<file path="src/rtl/lsu_align_pkg.sv">
package lsu_align_pkg;
  typedef enum logic [1:0] {
    SZ_BYTE  = 2'b00,
    SZ_HALF  = 2'b01,
    SZ_WORD  = 2'b10,
    SZ_WORD2 = 2'b11
  } lsu_size_e;
endpackage

</file>
<file path="src/rtl/lsu_ea_check.sv">
module lsu_ea_check #(
  parameter int XLEN = 32,
  parameter int OFFW = 16
) (
  input  logic [XLEN-1:0]         base,
  input  logic [OFFW-1:0]         offset,
  input  lsu_align_pkg::lsu_size_e size,
  output logic [XLEN-1:0]         ea,
  output logic                    misaligned
);
  import lsu_align_pkg::*;
  localparam int LANES = XLEN / 8;
  localparam int LSB   = $clog2(LANES);

  // displacement sign-extended to full width, wrap-around add
  assign ea = base + {{(XLEN-OFFW){offset[OFFW-1]}}, offset};

  always_comb begin
    unique case (size)
      SZ_BYTE: misaligned = 1'b0;
      SZ_HALF: misaligned = ea[0];
      default: misaligned = |ea[LSB-1:0];   // code 11 acts as word
    endcase
  end
endmodule

</file>
<file path="src/rtl/lsu_store_lanes.sv">
module lsu_store_lanes #(
  parameter int XLEN = 32
) (
  input  lsu_align_pkg::lsu_size_e size,
  input  logic [$clog2(XLEN/8)-1:0] lane,
  input  logic                      fault,
  input  logic [XLEN-1:0]           src,
  output logic [XLEN/8-1:0]         be,
  output logic [XLEN-1:0]           wdata
);
  import lsu_align_pkg::*;
  localparam int LANES = XLEN / 8;
  localparam int LSB   = $clog2(LANES);

  logic [LSB-1:0] lane_h;
  int             sh_b, sh_h;

  assign lane_h = {lane[LSB-1:1], 1'b0};
  assign sh_b   = LANES - 1 - int'(lane);
  assign sh_h   = LANES - 2 - int'(lane_h);

  always_comb begin
    be    = '0;
    wdata = '0;
    unique case (size)
      SZ_BYTE: begin
        be    = {{(LANES-1){1'b0}}, 1'b1} << sh_b;
        wdata = {{(XLEN-8){1'b0}}, src[7:0]} << (8 * sh_b);
      end
      SZ_HALF: begin
        be    = {{(LANES-2){1'b0}}, 2'b11} << sh_h;
        wdata = {{(XLEN-16){1'b0}}, src[15:0]} << (8 * sh_h);
      end
      default: begin
        be    = '1;
        wdata = src;
      end
    endcase
    if (fault) be = '0;   // faulting write touches no lane
  end
endmodule

</file>
<file path="src/rtl/lsu_load_lanes.sv">
module lsu_load_lanes #(
  parameter int XLEN = 32
) (
  input  lsu_align_pkg::lsu_size_e size,
  input  logic [$clog2(XLEN/8)-1:0] lane,
  input  logic                      sgn,
  input  logic [XLEN-1:0]           rdata,
  output logic [XLEN-1:0]           result
);
  import lsu_align_pkg::*;
  localparam int LANES = XLEN / 8;
  localparam int LSB   = $clog2(LANES);

  logic [LSB-1:0]  lane_h;
  logic [XLEN-1:0] sel_b, sel_h;

  assign lane_h = {lane[LSB-1:1], 1'b0};
  assign sel_b  = rdata >> (8 * (LANES - 1 - int'(lane)));
  assign sel_h  = rdata >> (8 * (LANES - 2 - int'(lane_h)));

  always_comb begin
    unique case (size)
      SZ_BYTE: result = {{(XLEN-8){sgn & sel_b[7]}}, sel_b[7:0]};
      SZ_HALF: result = {{(XLEN-16){sgn & sel_h[15]}}, sel_h[15:0]};
      default: result = rdata;
    endcase
  end
endmodule

</file>
<file path="src/rtl/lsu_align_top.sv">
module lsu_align_top #(
  parameter int XLEN = 32,
  parameter int OFFW = 16
) (
  input  logic            clk,
  input  logic            rst_n,
  input  logic            req_valid,
  output logic            req_ready,
  input  logic            req_write,
  input  logic [1:0]      req_size,
  input  logic            req_signed,
  input  logic [XLEN-1:0] req_base,
  input  logic [OFFW-1:0] req_offset,
  input  logic [XLEN-1:0] req_wdata,
  output logic            mem_valid,
  input  logic            mem_ready,
  output logic            mem_write,
  output logic [XLEN-1:0] mem_addr,
  output logic [XLEN/8-1:0] mem_be,
  output logic [XLEN-1:0] mem_wdata,
  input  logic            mem_rvalid,
  input  logic [XLEN-1:0] mem_rdata,
  output logic            ld_valid,
  output logic [XLEN-1:0] ld_data,
  output logic            err_load,
  output logic            err_store,
  output logic [XLEN-1:0] err_addr
);
  import lsu_align_pkg::*;
  localparam int LANES = XLEN / 8;
  localparam int LSB   = $clog2(LANES);

  lsu_size_e       in_size;
  logic [XLEN-1:0] in_ea;
  logic            in_mis;

  logic            slot_v, slot_wait, slot_write, slot_sgn, slot_mis;
  lsu_size_e       slot_size;
  logic [XLEN-1:0] slot_ea, slot_src;

  assign in_size = lsu_size_e'(req_size);

  lsu_ea_check #(.XLEN(XLEN), .OFFW(OFFW)) u_ea (
    .base(req_base), .offset(req_offset), .size(in_size),
    .ea(in_ea), .misaligned(in_mis)
  );

  assign req_ready = !slot_v;

  always_ff @(posedge clk or negedge rst_n) begin
    if (!rst_n) begin
      slot_v     <= 1'b0;
      slot_wait  <= 1'b0;
      slot_write <= 1'b0;
      slot_sgn   <= 1'b0;
      slot_mis   <= 1'b0;
      slot_size  <= SZ_WORD;
      slot_ea    <= '0;
      slot_src   <= '0;
    end else if (req_valid && req_ready) begin
      slot_v     <= 1'b1;
      slot_wait  <= 1'b0;
      slot_write <= req_write;
      slot_sgn   <= req_signed;
      slot_mis   <= in_mis;
      slot_size  <= in_size;
      slot_ea    <= in_ea;
      slot_src   <= req_wdata;
    end else if (slot_v) begin
      if (slot_mis) begin
        slot_v <= 1'b0;
      end else if (mem_valid && mem_ready) begin
        if (slot_write) slot_v    <= 1'b0;
        else            slot_wait <= 1'b1;
      end else if (slot_wait && mem_rvalid) begin
        slot_v    <= 1'b0;
        slot_wait <= 1'b0;
      end
    end
  end

  assign mem_valid = slot_v && !slot_wait && !slot_mis;
  assign mem_write = slot_write;
  assign mem_addr  = {slot_ea[XLEN-1:LSB], {LSB{1'b0}}};

  lsu_store_lanes #(.XLEN(XLEN)) u_st (
    .size(slot_size), .lane(slot_ea[LSB-1:0]), .fault(slot_mis),
    .src(slot_src), .be(mem_be), .wdata(mem_wdata)
  );

  lsu_load_lanes #(.XLEN(XLEN)) u_ld (
    .size(slot_size), .lane(slot_ea[LSB-1:0]), .sgn(slot_sgn),
    .rdata(mem_rdata), .result(ld_data)
  );

  assign ld_valid  = slot_wait && mem_rvalid;
  assign err_load  = slot_v && slot_mis && !slot_write;
  assign err_store = slot_v && slot_mis && slot_write;
  assign err_addr  = slot_ea;

  // one access in flight; request stable under back-pressure
  assert_accept_blocks_R8: assert property (@(posedge clk) disable iff (!rst_n)
    req_valid && req_ready |=> !req_ready);
  assert_mem_hold_R8: assert property (@(posedge clk) disable iff (!rst_n)
    mem_valid && !mem_ready |=> mem_valid && $stable(mem_addr) &&
      $stable(mem_be) && $stable(mem_wdata) && $stable(mem_write));
  // error is a single-cycle pulse with no memory traffic
  assert_err_pulse_R6: assert property (@(posedge clk) disable iff (!rst_n)
    (err_load || err_store) |=> !err_load && !err_store);
  assert_err_no_mem_R6: assert property (@(posedge clk) disable iff (!rst_n)
    (err_load || err_store) |-> !mem_valid && req_valid == req_valid);
  // faulting write drives no enables
  assert_fault_no_be_R7: assert property (@(posedge clk) disable iff (!rst_n)
    err_store |-> mem_be == '0);
  // a byte write enables exactly one lane
  assert_byte_one_lane_R3: assert property (@(posedge clk) disable iff (!rst_n)
    mem_valid && mem_write && slot_size == SZ_BYTE |-> $countones(mem_be) == 1);
  // result only alongside a returned word
  assert_ld_with_rvalid_R9: assert property (@(posedge clk) disable iff (!rst_n)
    ld_valid |-> mem_rvalid && !mem_valid);
  // unsigned byte read clears the upper bits
  assert_zero_fill_R5: assert property (@(posedge clk) disable iff (!rst_n)
    ld_valid && slot_size == SZ_BYTE && !slot_sgn |-> ld_data[XLEN-1:8] == '0);
endmodule

</file>
<file path="config.mk">
export PLATFORM = sky130hd
export DESIGN_NAME = lsu_align_top
export DESIGN_NICKNAME = d
export VERILOG_FILES = /design/src/rtl/lsu_align_pkg.sv /design/src/rtl/lsu_ea_check.sv /design/src/rtl/lsu_store_lanes.sv /design/src/rtl/lsu_load_lanes.sv /design/src/rtl/lsu_align_top.sv
export SDC_FILE = /design/constraint.sdc
export NUM_CORES = 1
export LEC_CHECK = 0
export ABC_AREA = 1
export CELL_PAD_IN_SITES_DETAIL_PLACEMENT = 0
export CELL_PAD_IN_SITES_GLOBAL_PLACEMENT = 1
export CORE_ASPECT_RATIO = 1.2
export CORE_MARGIN = 2
export CORE_UTILIZATION = 31
export CTS_CLUSTER_DIAMETER = 150
export DETAILED_ROUTE_END_ITERATION = 10
export PLACE_DENSITY_LB_ADDON = 0.1
export REMOVE_ABC_BUFFERS = 1
export SLEW_MARGIN = 10
export SYNTH_ARGS = -nofsm -noshare
export SYNTH_HDL_FRONTEND = slang
export SYNTH_HIERARCHICAL = 1
export SYNTH_SLANG_ARGS = --single-unit
</file>
<file path="constraint.sdc">
create_clock -name clk -period 2.2 [get_ports clk]
set_input_delay 0.66 -clock clk [delete_from_list [all_inputs] [get_ports clk]]
set_output_delay 0.66 -clock clk [all_outputs]
set_load 0.005 [all_outputs]
</file>
Word level (Yosys, flattened, before mapping)
Index checks and enable logic that the tools add are counted.
- reduce and logical (&&, ||, !) cells: 18
- shifts and indexed selects: 6
- eq/ne operators: 4
- mux-type cells: 17
- $mul: 0
- divide/modulo/power cells: 0
- $lt $le $gt $ge: 0
- bitwise gates (word level): 2
- $add $sub $neg: 3
- operators with widths (operator ; count):
    $pmux 32 s2 ; 2
    $add 32x32->32 ; 1
    $shl 1x32->4 const A ; 1
    $shl 16x32->32 ; 1
    $shl 2x32->4 const A ; 1
    $shl 8x32->32 ; 1
    $shr 32x32->16 ; 1
    $shr 32x32->8 ; 1
    $mux 1 ; 12
    $logic_and 1x1->1 ; 8
    $pmux 4 s2 ; 1
    $sub 2x2->3 const A ; 2
    $eq 2x1->1 const B ; 2
    $logic_not 1->1 ; 4
    $logic_not 2->1 ; 2
    $mux 4 ; 1
    $reduce_and 4->1 ; 1
    $ne 3x3->1 const B ; 1
    $reduce_bool 3->1 ; 1
    $and 1x1->1 ; 2
    $ne 2x1->1 const B ; 1
    $pmux 1 s2 ; 1
    $reduce_bool 2->1 ; 1
    $reduce_or 2->1 ; 1
- ROM bits: 0
- memories: 0
- bits in latches: 0
- register bits: 71
- RAM bits: 0
- output and inout port bits: 138
- logic and storage cells: 58

Logic depth before layout (Yosys ltp)
- word-level depth: 8
- depth in mapped cells: 14
- depth with buffers taken out: 14

Hierarchy
Netlist, hierarchy kept.
- modules (own cells, without submodules) (module ; cells each ; area an instance (um^2) ; instances):
    lsu_align_top ; 351 ; 3141.8 ; 1
    lsu_ea_check ; 497 ; 2397.3 ; 1
    lsu_load_lanes ; 152 ; 840.8 ; 1
    lsu_store_lanes ; 138 ; 611.8 ; 1

Worst setup path after synthesis
Ideal clock, no wire load.
- kind: input to register
- start: input req_offset[0]
- end: register slot_ea[28], in the netlist err_addr[28]
- arrival time: 2066 ps
- library setup time: 117 ps
- required time: 2083 ps
- path buffers: 0
- cell stages on the path: 14
- path slack: 17 ps
- cell sequence: ha_1 fa_1 nand3_1 nand3_2 nand2_1 nand2_2 nand2_1 nand2_2 nand2_1 nand2_1 nand2_1 nand2_1 nand3_1 nand2_1
- cells in the longest elaborated chain, start to end: 1
- RTL lines (what ; line ; source):
    start: declaration ; lsu_align_top.sv:13 ; input logic [OFFW-1:0] req_offset,
    $add 32x32->32 ; lsu_ea_check.sv:16 ; assign ea = base + {{(XLEN-OFFW){offset[OFFW-1]}}, offset};
    named net in_ea[28] ; lsu_align_top.sv:34 ; logic [XLEN-1:0] in_ea;
    end signal: assignment ; lsu_align_top.sv:67 ; slot_ea <= in_ea;
    end: declaration ; lsu_align_top.sv:39 ; logic [XLEN-1:0] slot_ea, slot_src;
The timed path passes the listed nets, and every way through them passes these cells.
A chain may end at the register's enable or synchronous reset.

Final worst setup path
- start: register slot_size[1]
- end: output ld_data[12]
- cells in the longest elaborated chain, start to end: 2
- elaborated cells on any way between the ends: 3
- RTL lines (what ; line ; source):
    start: declaration ; lsu_align_top.sv:38 ; lsu_size_e slot_size;
    start signal: assignment ; lsu_align_top.sv:66 ; slot_size <= in_size;
    $eq 2x1->1 / $logic_not 2->1 (equally long branches) ; lsu_load_lanes.sv:22 ; unique case (size)
    $pmux 32 s2 (*) ; lsu_load_lanes.sv:22 ;
    end: declaration ; lsu_align_top.sv:24 ; output logic [XLEN-1:0] ld_data,
Mark *: on every way between the ends. The rest lies on a longest branch, timed or not.

==> reports/results.tsv <==
stage	metric	value	unit
final_layout	Post-Layout Cell Count	1798	
synth	Synth cell types	37	
final_layout	fillers	2138	
clock_tree	Worst-Skew Late Latency	0.33	ns
timing	setup TNS	-10.27	ns
synth	Synth Area in Adders	5.83	%
timing	Rel. slew slack	62.5	%
setup_path	element type at the critical path end	output pin	
synth	Synth Warn #	6	
placement	DP Worst Slack	-0.808	ns
synth	mux contribution to synthesized area	0	%
synth	sequential-to-total area share from yosys stat	25.4	%
setup_path	R2R Setup Slk	0.53	ns
clock_tree	CTS Hold Bufs	0	
routing	final wirelength	27700	um
final_layout	most frequent cells in the layout	412 x nand2_1, 131 x inv_1, 131 x clkdlybuf4s50_1	
setup_path	worst path cell trace	inv_4, nand2_4, nor2_8, nand2_4, nand2_8, buf_12, nand2_8, buf_6, nand3_2, buf_2	
routing	Antenna Nets Post-Route	0	
min_path	worst hold path type	in2async	
clock_tree	Num CTS Buffers	9	
timing	final hold violation count	0	
synth	mapped cell area	6990	um^2
synth	largest family of logic cells by synthesized area	simple AND/OR/NAND/NOR gates	
timing	setup violators final	67	
clock_tree	CTS tree	yes	
clock_tree	H-Tree Depth	3	
die	Die ar.	23800	um^2
routing	DRT Pass-1 Iters	4	
routing	total DRC errors in the routed layout	0	
die	die extent in x	141	um
routing	WL/cell	15.4	um
synth	Synth Area in Compound Gates	3.49	%
global_routing	GRT Residual Overflow	0	
setup_path	Arr. time, crit path	1.81	ns
final_layout	Post-Layout Inst Area	12600	um^2
timing	measured slew at the worst slew-check pin	0.563	ns
die	Initial Util	31.4	%
timing	RSZ-0062 raised after global routing	yes	
final_layout	Core Util, Final	56.4	%
flow_run	Max-cap violations	0	
global_routing	largest net degree at the start of global routing	73	
synth	Cells after Synth	1138	
clock_tree	clk buf depth	2	
power	peak supply drop	0.000557	V
timing	setup ws final	-0.268	ns
timing	part of the cycle the worst path needs	112	%
synth	Syn Area/Cell	6.14	um^2
final_layout	most common cell after layout, fill and taps aside	nand2_1	
die	total I/O pin count	259	
timing	count of pins over their slew limit	0	
setup_path	CP delay by family, top	flip-flops	
global_routing	total track usage	22.2	%
placement	Area after DPL	10100	um^2
clock_tree	CTS sink cnt	71	
placement	Placed Instances	1696	
placement	IO Port Bufs	256	
clock_tree	clk root buf	clkbuf_16	
global_routing	vias in the first global route	8008	
synth	Synth area leaders	nand2_1 27%, dfrtp_1 25%, nand3_1 8.1%	
setup_path	Slowest-stage cell, CP	dfstp_2	
setup_path	CP bufs+invs	4	
synth	#FFs+latches synth	71	
power	overall power	14.7	mW
die	Die Height	169	um
setup_path	CP startpoint kind	flip-flop	
final_layout	final net count	1665	
setup_path	CP max stage delay	0.59	ns
synth	share of the synthesized area in the top cell type	27.2	%
synth	xor/xnor share of the synthesized area	2.00	%
routing	Iteration-0 DRC Markers	280	
timing	Setup Skew	0.00858	ns
power	Static Leak	7.04	nW
setup_path	Critical Path RT	1.54	ns
setup_path	crit path kind	reg2out	
die	Row Count	60	
global_routing	initial antenna violation count	2	
routing	vias	8284	
run_status	outcome	complete, but fails checks	
synth	simple-gate share of the synthesized area	47.9	%
die	core region area	22300	um^2
run_status	violations in the final reports	setup timing	
power	pwr dens	1170	nW/um^2
placement	HPWL after DPL	19600	um
final_layout	share of cells above drive strength 1	35.6	%
synth	post-synth top area cell	nand2_1	
timing	Period minus WS final	2.47	ns
routing	Vias per Instance	4.61	
setup_path	Worst Path Max Fanout	6	
timing	max frequency	405	MHz
timing	Min Hold Slack	0.272	ns
global_routing	first-pass GRT wire length	42200	um
clock_tree	Clk pin slew, worst setup/hold paths	0.06	ns
final_layout	Area growth syn-to-layout	80.0	%
placement	gpl congestion	0.812	
[synthesized netlist by cell type, drive strengths merged]
cell type,number
nand2,529
inv,149
nand3,138
dfrtp,70
nor2,68
buf,66
a21oi,31
ha,31
xor2,14
nand4,13
nor3,7
o211ai,7
clkbuf,3
o21ai,2
o21bai,2
xnor2,2
a21o,1
and3,1
conb,1
dfstp,1
fa,1
or2,1
[final cells by class]
| class | instances | area, um^2 | share of cell area [%] |
|---|---|---|---|
| Sequential cell | 71 | 1780 | 14.2 |
| Multi-Input combinational cell | 854 | 5370 | 42.7 |
| Tap cell | 279 | 349 | 2.77 |
| Inverter | 149 | 597 | 4.74 |
| Clock buffer | 11 | 243 | 1.93 |
| Antenna cell | 2 | 5.00 | 0.0398 |
| Timing Repair Buffer | 427 | 4110 | 32.6 |
| Clock inverter | 5 | 129 | 1.02 |
[path summary, 6_finish.rpt]
kind	depth (start not counted)	from	to
worst max register to register	5	slot_v	err_addr[13]
worst max-delay path	10	slot_size[1]	ld_data[12]
max in group asynchronous	2	rst_n	slot_src[15]
worst min register to register	2	slot_src[19]	slot_src[19]
worst min-delay path	1	rst_n	slot_src[18]
min in group clk	2	slot_src[19]	slot_src[19]
[repair_timing]
action,in CTS,in global routing
buffers inserted,65,22
gates cloned,6,1
resized for setup,496,210
pin swaps,64,92
endpoints found under the setup margin,93,93
[cells by family (layout without fill, tap and decap cells)]
| logic type | Yosys count | count (layout) |
|---|---|---|
| simple gates | 757 | 761 |
| buf+inv | 218 | 592 |
| flops | 71 | 71 |
| compound gates | 43 | 43 |
| fa+ha+maj | 32 | 32 |
| xor+xnor | 16 | 16 |
| other cells | 1 | 4 |
[power breakdown]
group | leakage, nW | switching (mW) | internal, mW
sequential | 0.872 | 0.778 | 1.95
clock | 0.180 | 0.567 | 1.26
combinational | 5.98 | 4.81 | 5.32
[per-layer routing]
metal  vias up  routed length (um)  global-route usage [%]
met4         0                 522                    5.00
met2       201               14400                    40.9
met1      3816               11600                    27.3
li1       4238                   -                       -
met5         -                   0                       0
met3        29                1150                    2.83
[registers in the layout, indices dropped and copies added, names as in the netlist]
signal     count
err_addr      32
mem_write      1
slot_mis       1
slot_sgn       1
slot_size      2
slot_src      32
slot_v         1
slot_wait      1
Note: power is estimated with default switching activity, not from simulation.
